## src/rtl/par_rs_pkg.sv

```systemverilog
package par_rs_pkg;

  function automatic int gcd_f(input int a, input int b);
    int x;
    int y;
    int t;
    x = a;
    y = b;
    while (y != 0) begin
      t = x % y;
      x = y;
      y = t;
    end
    return x;
  endfunction

  // polyphase branch used by output lane q
  function automatic int phase_f(input int q, input int m, input int l);
    return (q * m) % l;
  endfunction

  // newest input lane (relative to the beat) read by output lane q
  function automatic int base_f(input int q, input int m, input int l);
    return (q * m) / l;
  endfunction

  function automatic int ntap_f(input int ph, input int n, input int l);
    return (n - ph + l - 1) / l;
  endfunction

endpackage

```

## src/rtl/par_rs_hist.sv

```systemverilog
module par_rs_hist #(
  parameter int P_IN = 6,
  parameter int DW   = 8,
  parameter int HL   = 2
) (
  input  logic                     clk_i,
  input  logic                     rst_ni,
  input  logic                     valid_i,
  input  logic [P_IN*DW-1:0]       data_i,
  output logic [(P_IN+HL)*DW-1:0]  win_o
);
  localparam int WW = (P_IN + HL) * DW;

  logic [HL*DW-1:0] hist_q;

  // window: oldest samples at the low end
  assign win_o = {data_i, hist_q};

  always_ff @(posedge clk_i or negedge rst_ni) begin
    if (!rst_ni) hist_q <= '0;
    else if (valid_i) hist_q <= win_o[WW-1 -: HL*DW];
  end

endmodule

```

## src/rtl/par_rs_lane.sv

```systemverilog
module par_rs_lane #(
  parameter int N_TAP = 12,
  parameter int L     = 4,
  parameter int PH    = 0,
  parameter int DW    = 8,
  parameter int CW    = 8,
  parameter int OW    = 16,
  parameter int AW    = 20,
  parameter int SHIFT = 4,
  parameter logic [N_TAP*CW-1:0] COEF = '0,
  localparam int NT   = par_rs_pkg::ntap_f(PH, N_TAP, L)
) (
  input  logic              clk_i,
  input  logic              rst_ni,
  input  logic              en_mul_i,
  input  logic              en_sum_i,
  input  logic [NT*DW-1:0]  taps_i,   // tap i: sample base-i
  output logic [OW-1:0]     y_o
);
  localparam int PW = DW + CW;

  logic signed [PW-1:0] prod_q [NT];
  logic signed [AW-1:0] acc;
  logic        [OW-1:0] y_q;

  always_ff @(posedge clk_i or negedge rst_ni) begin
    if (!rst_ni) begin
      for (int i = 0; i < NT; i++) prod_q[i] <= '0;
    end else if (en_mul_i) begin
      for (int i = 0; i < NT; i++)
        prod_q[i] <= PW'($signed(taps_i[i*DW +: DW])) *
                     PW'($signed(COEF[(PH + i*L)*CW +: CW]));
    end
  end

  always_comb begin
    acc = '0;
    for (int i = 0; i < NT; i++) acc = acc + AW'(prod_q[i]);
  end

  always_ff @(posedge clk_i or negedge rst_ni) begin
    if (!rst_ni) y_q <= '0;
    else if (en_sum_i) y_q <= OW'(acc >>> SHIFT);
  end

  assign y_o = y_q;

endmodule

```

## src/rtl/par_resampler.sv

```systemverilog
module par_resampler #(
  parameter int P_IN  = 6,
  parameter int Q_OUT = 8,
  parameter int N_TAP = 12,   // must exceed L
  parameter int DW    = 8,
  parameter int CW    = 8,
  parameter int OW    = 16,
  parameter int SHIFT = 4,
  parameter logic [N_TAP*CW-1:0] COEF = 96'hFEFC0C1E323F37261407FD01
) (
  input  logic                 clk_i,
  input  logic                 rst_ni,
  input  logic                 valid_i,
  input  logic [P_IN*DW-1:0]   data_i,
  output logic                 valid_o,
  output logic [Q_OUT*OW-1:0]  data_o
);
  import par_rs_pkg::*;

  localparam int G  = gcd_f(P_IN, Q_OUT);
  localparam int L  = Q_OUT / G;
  localparam int M  = P_IN / G;
  localparam int K  = (N_TAP + L - 1) / L;
  localparam int HL = K - 1;
  localparam int AW = DW + CW + $clog2(N_TAP);
  localparam int W  = P_IN + HL;

  logic [W*DW-1:0] win;
  logic            v_mul_q;
  logic            v_out_q;

  par_rs_hist #(.P_IN(P_IN), .DW(DW), .HL(HL)) u_hist (
    .clk_i  (clk_i),
    .rst_ni (rst_ni),
    .valid_i(valid_i),
    .data_i (data_i),
    .win_o  (win)
  );

  always_ff @(posedge clk_i or negedge rst_ni) begin
    if (!rst_ni) begin
      v_mul_q <= 1'b0;
      v_out_q <= 1'b0;
    end else begin
      v_mul_q <= valid_i;
      v_out_q <= v_mul_q;
    end
  end

  assign valid_o = v_out_q;

  for (genvar q = 0; q < Q_OUT; q++) begin : g_lane
    localparam int PH = phase_f(q, M, L);
    localparam int BS = base_f(q, M, L) + HL;
    localparam int NT = ntap_f(PH, N_TAP, L);

    logic [NT*DW-1:0] taps;

    for (genvar i = 0; i < NT; i++) begin : g_tap
      assign taps[i*DW +: DW] = win[(BS - i)*DW +: DW];
    end

    par_rs_lane #(
      .N_TAP(N_TAP), .L(L), .PH(PH), .DW(DW), .CW(CW),
      .OW(OW), .AW(AW), .SHIFT(SHIFT), .COEF(COEF)
    ) u_lane (
      .clk_i   (clk_i),
      .rst_ni  (rst_ni),
      .en_mul_i(valid_i),
      .en_sum_i(v_mul_q),
      .taps_i  (taps),
      .y_o     (data_o[q*OW +: OW])
    );
  end

endmodule

```

## config.mk

```make
export PLATFORM = sky130hd
export DESIGN_NAME = par_resampler
export DESIGN_NICKNAME = d
export VERILOG_FILES = /design/src/rtl/par_rs_pkg.sv /design/src/rtl/par_rs_hist.sv /design/src/rtl/par_rs_lane.sv /design/src/rtl/par_resampler.sv
export SDC_FILE = /design/constraint.sdc
export NUM_CORES = 2
export LEC_CHECK = 0
export BUFFER_PORTS_ARGS = -buffer_cell sky130_fd_sc_hd__buf_2
export CAP_MARGIN = 30
export CELL_PAD_IN_SITES_DETAIL_PLACEMENT = 1
export CELL_PAD_IN_SITES_GLOBAL_PLACEMENT = 2
export CORE_ASPECT_RATIO = 1.1
export CORE_UTILIZATION = 46
export DETAILED_ROUTE_END_ITERATION = 12
export PLACE_DENSITY_LB_ADDON = 0.1
export SYNTH_ARGS = -nofsm -noshare
export SYNTH_HDL_FRONTEND = slang
export SYNTH_HIERARCHICAL = 1
export SYNTH_SLANG_ARGS = --single-unit
```

## constraint.sdc

```tcl
create_clock -name clk_i -period 6.1 [get_ports clk_i]
set_clock_uncertainty 0.2 [all_clocks]
set_input_delay 0 -clock clk_i [delete_from_list [all_inputs] [get_ports clk_i]]
set_output_delay 0 -clock clk_i [all_outputs]
set_load 0.02 [all_outputs]
```

# Word-level counts from Yosys, hierarchy flattened
# Index checks and enable logic that the tools add are counted.
# totals
ff_bits	454
word_cells	73
# op_classes
add_sub_neg	20
multipliers	18
# op_table
cell	n
$add A16 B16 Y17	4
$mul A8 B7 Y15 const B	4
$mul A8 B6 Y14 const B	4
$mul A8 B4 Y12 const B	4
$mul A8 B3 Y11 const B	4
$add A16 B13 Y17	2
$add A16 B14 Y17	2
$add A11 B15 Y16	2
$add A12 B15 Y16	2
$add A14 B15 Y16	2
$add A8 B15 Y16	2
$neg A8 Y15	2
$neg A8 Y14	2
$mul A8 B5 Y13 const B	2

# Longest topological paths before layout
# depth
ltp_word	2
mapped_depth	16

# Hierarchy
# The synthesis kept the hierarchy.
# modules_own_cells
mod	instances	cells_each	area_each_um2	seq_area_each_um2
par_rs_lane (g_lane[6].u_lane)	1	558	5522.8	1351.3
par_rs_lane (g_lane[2].u_lane)	1	501	5171.2	1351.3
par_rs_lane (g_lane[7].u_lane)	1	493	5096.1	1251.2
par_rs_lane (g_lane[3].u_lane)	1	506	4992.3	1251.2
par_rs_lane (g_lane[1].u_lane)	1	405	4254.1	1351.3
par_rs_lane (g_lane[4].u_lane)	1	406	4239.1	1176.1
par_rs_lane (g_lane[5].u_lane)	1	410	4180.3	1351.3
par_rs_lane (g_lane[0].u_lane)	1	393	4171.5	1176.1
par_rs_hist	1	82	1009.7	400.4
par_resampler	1	2	50.0	50.0

# Least setup slack after synthesis
# No wires, ideal clock.
# synth_path
path_kind	in2reg
from	input port data_i[4]
to	register g_lane[2].u_lane/prod_q[28] in the netlist's numbering
setup_ns	0.125
t_arrival_ns	3.760
t_required_ns	5.775
setup_slack_ns	2.015
stages	14
path_buffers	1
path_cell_list	buf_4 fa_1 fa_1 fa_1 inv_1 fa_1 inv_1 ha_1 or2_2 a21o_1 a31oi_1 o21ai_0 xnor2_1 mux2_2
# synth_between
elab_chain_len	1
# synth_lines
element	line	text
start: declaration	par_resampler.sv:14	input logic [P_IN*DW-1:0] data_i,
$mul A8 B7 Y15	par_rs_lane.sv:31	prod_q[i] <= PW'($signed(taps_i[i*DW +: DW])) *
end signal: indexed assignment	par_rs_lane.sv:31	
end: declaration	par_rs_lane.sv:22	logic signed [PW-1:0] prod_q [NT];
# No other way between the ends.
# A chain may end at the register's enable or synchronous reset.

# Final worst setup path
# layout_path
from	input port data_i[7]
to	register g_lane[2].u_lane/prod_q[27] in the netlist's numbering
# Same word-level chain as after synthesis.

==> flow_metrics.env <==
export IMPL_status="finished, final reports clean"
export IMPL_maxSlewViolCount=0
export IMPL_antenna_cells=0
export IMPL_start_util_pct=46.43
export IMPL_yosysMostFrequentCell="ha_1"
export IMPL_synth_distinct_cells=115
export IMPL_seqCellArea_sq_um=10710
export IMPL_maxSlewHeadroom_pct=40.56
export IMPL_tritoncts="built"
export IMPL_critPathMaxFanout=24
export IMPL_clockBufferDepth=3
export IMPL_area_delta_synth_final_pct=9.470
export IMPL_firstDrtPassIters=5
export IMPL_core_area_sq_um=83330
export IMPL_cts_htree_levels=2
export IMPL_hold_class="in -> reg"
export IMPL_finalCriticalPeriod_ns=4.482
export IMPL_overflow=0
export IMPL_finalWirelength_mm=102.2
export IMPL_cts_root_buf="clkbuf_16"
export IMPL_cts_clk_slew_worst_paths_ns=0.06
export IMPL_die_h_microns=306.2
export IMPL_dp_hpwl_mm=79.54
export IMPL_synth_top_area_share_pct=27.68
export IMPL_drive_gt1_share_pct=15.31
export IMPL_syn_inst=3756
export IMPL_routedWlPerCell_microns=20.44
export IMPL_finalSetupViolCount=0
export IMPL_setup_slack_ns=1.618
export IMPL_io_pin_count=180
export IMPL_p_per_area_nw_per_um2=541.8
export IMPL_yosys_area_top_type="dfrtp_1"
export IMPL_drt_iter0_drc=978
export IMPL_grt_pass1_vias=30900
export IMPL_grt_use_total_pct=24.36
export IMPL_fillers=9276
export IMPL_fin_setup_tns_ns=0
export IMPL_synth_edf_count=0
export IMPL_ys_top_cells_by_area="dfrtp_1, ha_1, fa_1"
export IMPL_ys_seq_elements=428
export IMPL_numPortBuffers=179
export IMPL_clock_latency_ns=0.62
export IMPL_dieArea_sq_um=85270
export IMPL_cts_resized=0
export IMPL_leakagePower_nw=19.94
export IMPL_seq_area_frac_synth_pct=27.68
export IMPL_grt_setup_unrepaired="false"
export IMPL_fmaxAchievable_mhz=223.1
export IMPL_vias=28160
export IMPL_cp_arrival_ns=4.77
export IMPL_endpoint_kind="register"
export IMPL_die_w_microns=278.5
export IMPL_pre_cts_ws_ns=1.586
export IMPL_startpoint_type="input pin"
export IMPL_synthFlopType="dfrtp_1"
export IMPL_dpl_cell_count=4848
export IMPL_grt_max_degree=125
export IMPL_async_flop_share_pct=100.0
export IMPL_tightest_slew_ns=0.8915
export IMPL_layout_nets=4690
export IMPL_cts_buffers=52
export IMPL_hold_viol=0
export IMPL_multiInputGateArea_sq_um=25300
export IMPL_synth_area_per_cell_sq_um=10.30
export IMPL_std_cell_rows=111
export IMPL_ys_top_cells_by_count="ha_1, dfrtp_1, inv_1"
export IMPL_fin_cells=4999
export IMPL_synth_cell_area_sq_um=38690
export IMPL_maxCapViolations=0
export IMPL_antenna_found_initial=5
export IMPL_hold_buffers=62
export IMPL_timing_hold_ws_ns=0.06600
export IMPL_peakVddDrop_mv=0.3048
export IMPL_drc=0
export IMPL_cts_sinks=428
export IMPL_synth_nets=4555
export IMPL_crit_required_ns=6.39
export IMPL_routed_via_density=5.633
export IMPL_grt_first_pass_wirelength_mm=166.8
export IMPL_worst_setup_path_type="in -> reg"
export IMPL_power_mw=22.95
export IMPL_place_gp_congestion=0.8509
export IMPL_ant_nets=0
export IMPL_cts_setup_buffers=0
export IMPL_yosysWarnings=6
export IMPL_fin_crit_sh_pct=73.47
[layout make-up]
| type | instances | share of cell area [%] |
|---|---|---|
| tap | 1073 | 3.170 |
| clock buffer | 72 | 3.489 |
| timing repair buffer | 255 | 3.977 |
| multi-input combinational | 2727 | 59.74 |
| sequential | 428 | 25.30 |
| clock inverter | 17 | 0.5436 |
| inverter | 427 | 3.785 |
[where the power goes]
| group | internal, mW | switching [mW] | total [mW] |
|---|---|---|---|
| combinational | 6.41 | 8.57 | 15.0 |
| clock | 1.89 | 1.29 | 3.18 |
| sequential | 3.87 | 0.922 | 4.79 |
| total | 12.2 | 10.8 | 22.9 |
[placed cells by master, fill, tap and decap left out, types with 70 or more instances in the layout]
cell type	instances
a21o_1	72
a21oi_1	191
buf_2	177
dfrtp_1	427
fa_1	250
ha_1	498
inv_1	423
mux2_2	242
nand2_1	180
nor2_1	157
o21ai_0	151
xnor2_1	167
xor2_1	70
[flip-flops by register name, indices dropped and copies added (netlist names)]
register,flops
valid_o,1
g_lane.u_lane/prod_q,306
u_hist/hist_q,16
v_mul_q,1
g_lane.u_lane/y_o,104
[per-layer routing]
layer / track usage [%] / vias up / share of wire, %
met2: 42.65 / 381 / 49
met3: 3.147 / 144 / 3.2
met5: 0 / - / 0
met4: 6.875 / 0 / 2.7
met1: 31.46 / 14250 / 45
li1: - / 13380 / -
[worst max-delay path: stages]
cell and delay, ns:
dlygate4sd3_1 0.53, buf_2 0.46, fa_1 0.53, fa_1 0.48, fa_1 0.55, inv_1 0.05
fa_1 0.50, inv_1 0.05, ha_1 0.23, or4_1 0.52, o22ai_1 0.25, o211ai_1 0.17
xor2_1 0.17, mux2_2 0.27
[metrics by stage]
step	utilization (%)	instance area [sq um]
4_1_cts	50.82	42350
3_3_place_gp	48.01	40000
2_1_floorplan	-	38690
6_report	50.82	42350
3_5_place_dp	48.01	40000
5_1_grt	50.82	42350
[cells by family after synthesis]
logic type	after synthesis	synth area share (%)
AO/OA/AOI/OAI	769	13.77
XOR/XNOR	237	5.365
flip-flops	428	27.68
multiplexers	276	8.066
AND/OR/NAND/NOR	693	9.049
adder cells (fa/ha/maj)	752	29.15
buffers and inverters	601	6.921
[final timing paths]
check	from	end	slack [ns]	cells past startpoint
max reg2reg	u_hist/hist_q[15]	g_lane[1].u_lane/prod_q[30]	2.06	10
max in group asynchronous	rst_ni	g_lane[7].u_lane/prod_q[24]	4.57	4
max	data_i[7]	g_lane[2].u_lane/prod_q[27]	1.62	14
min reg2reg	g_lane[0].u_lane/y_o[9]	g_lane[0].u_lane/y_o[9]	0.28	2
min	data_i[46]	u_hist/hist_q[14]	0.07	3
min in group asynchronous	rst_ni	g_lane[2].u_lane/prod_q[21]	0.45	4
Power figures use the tool's default switching activity.
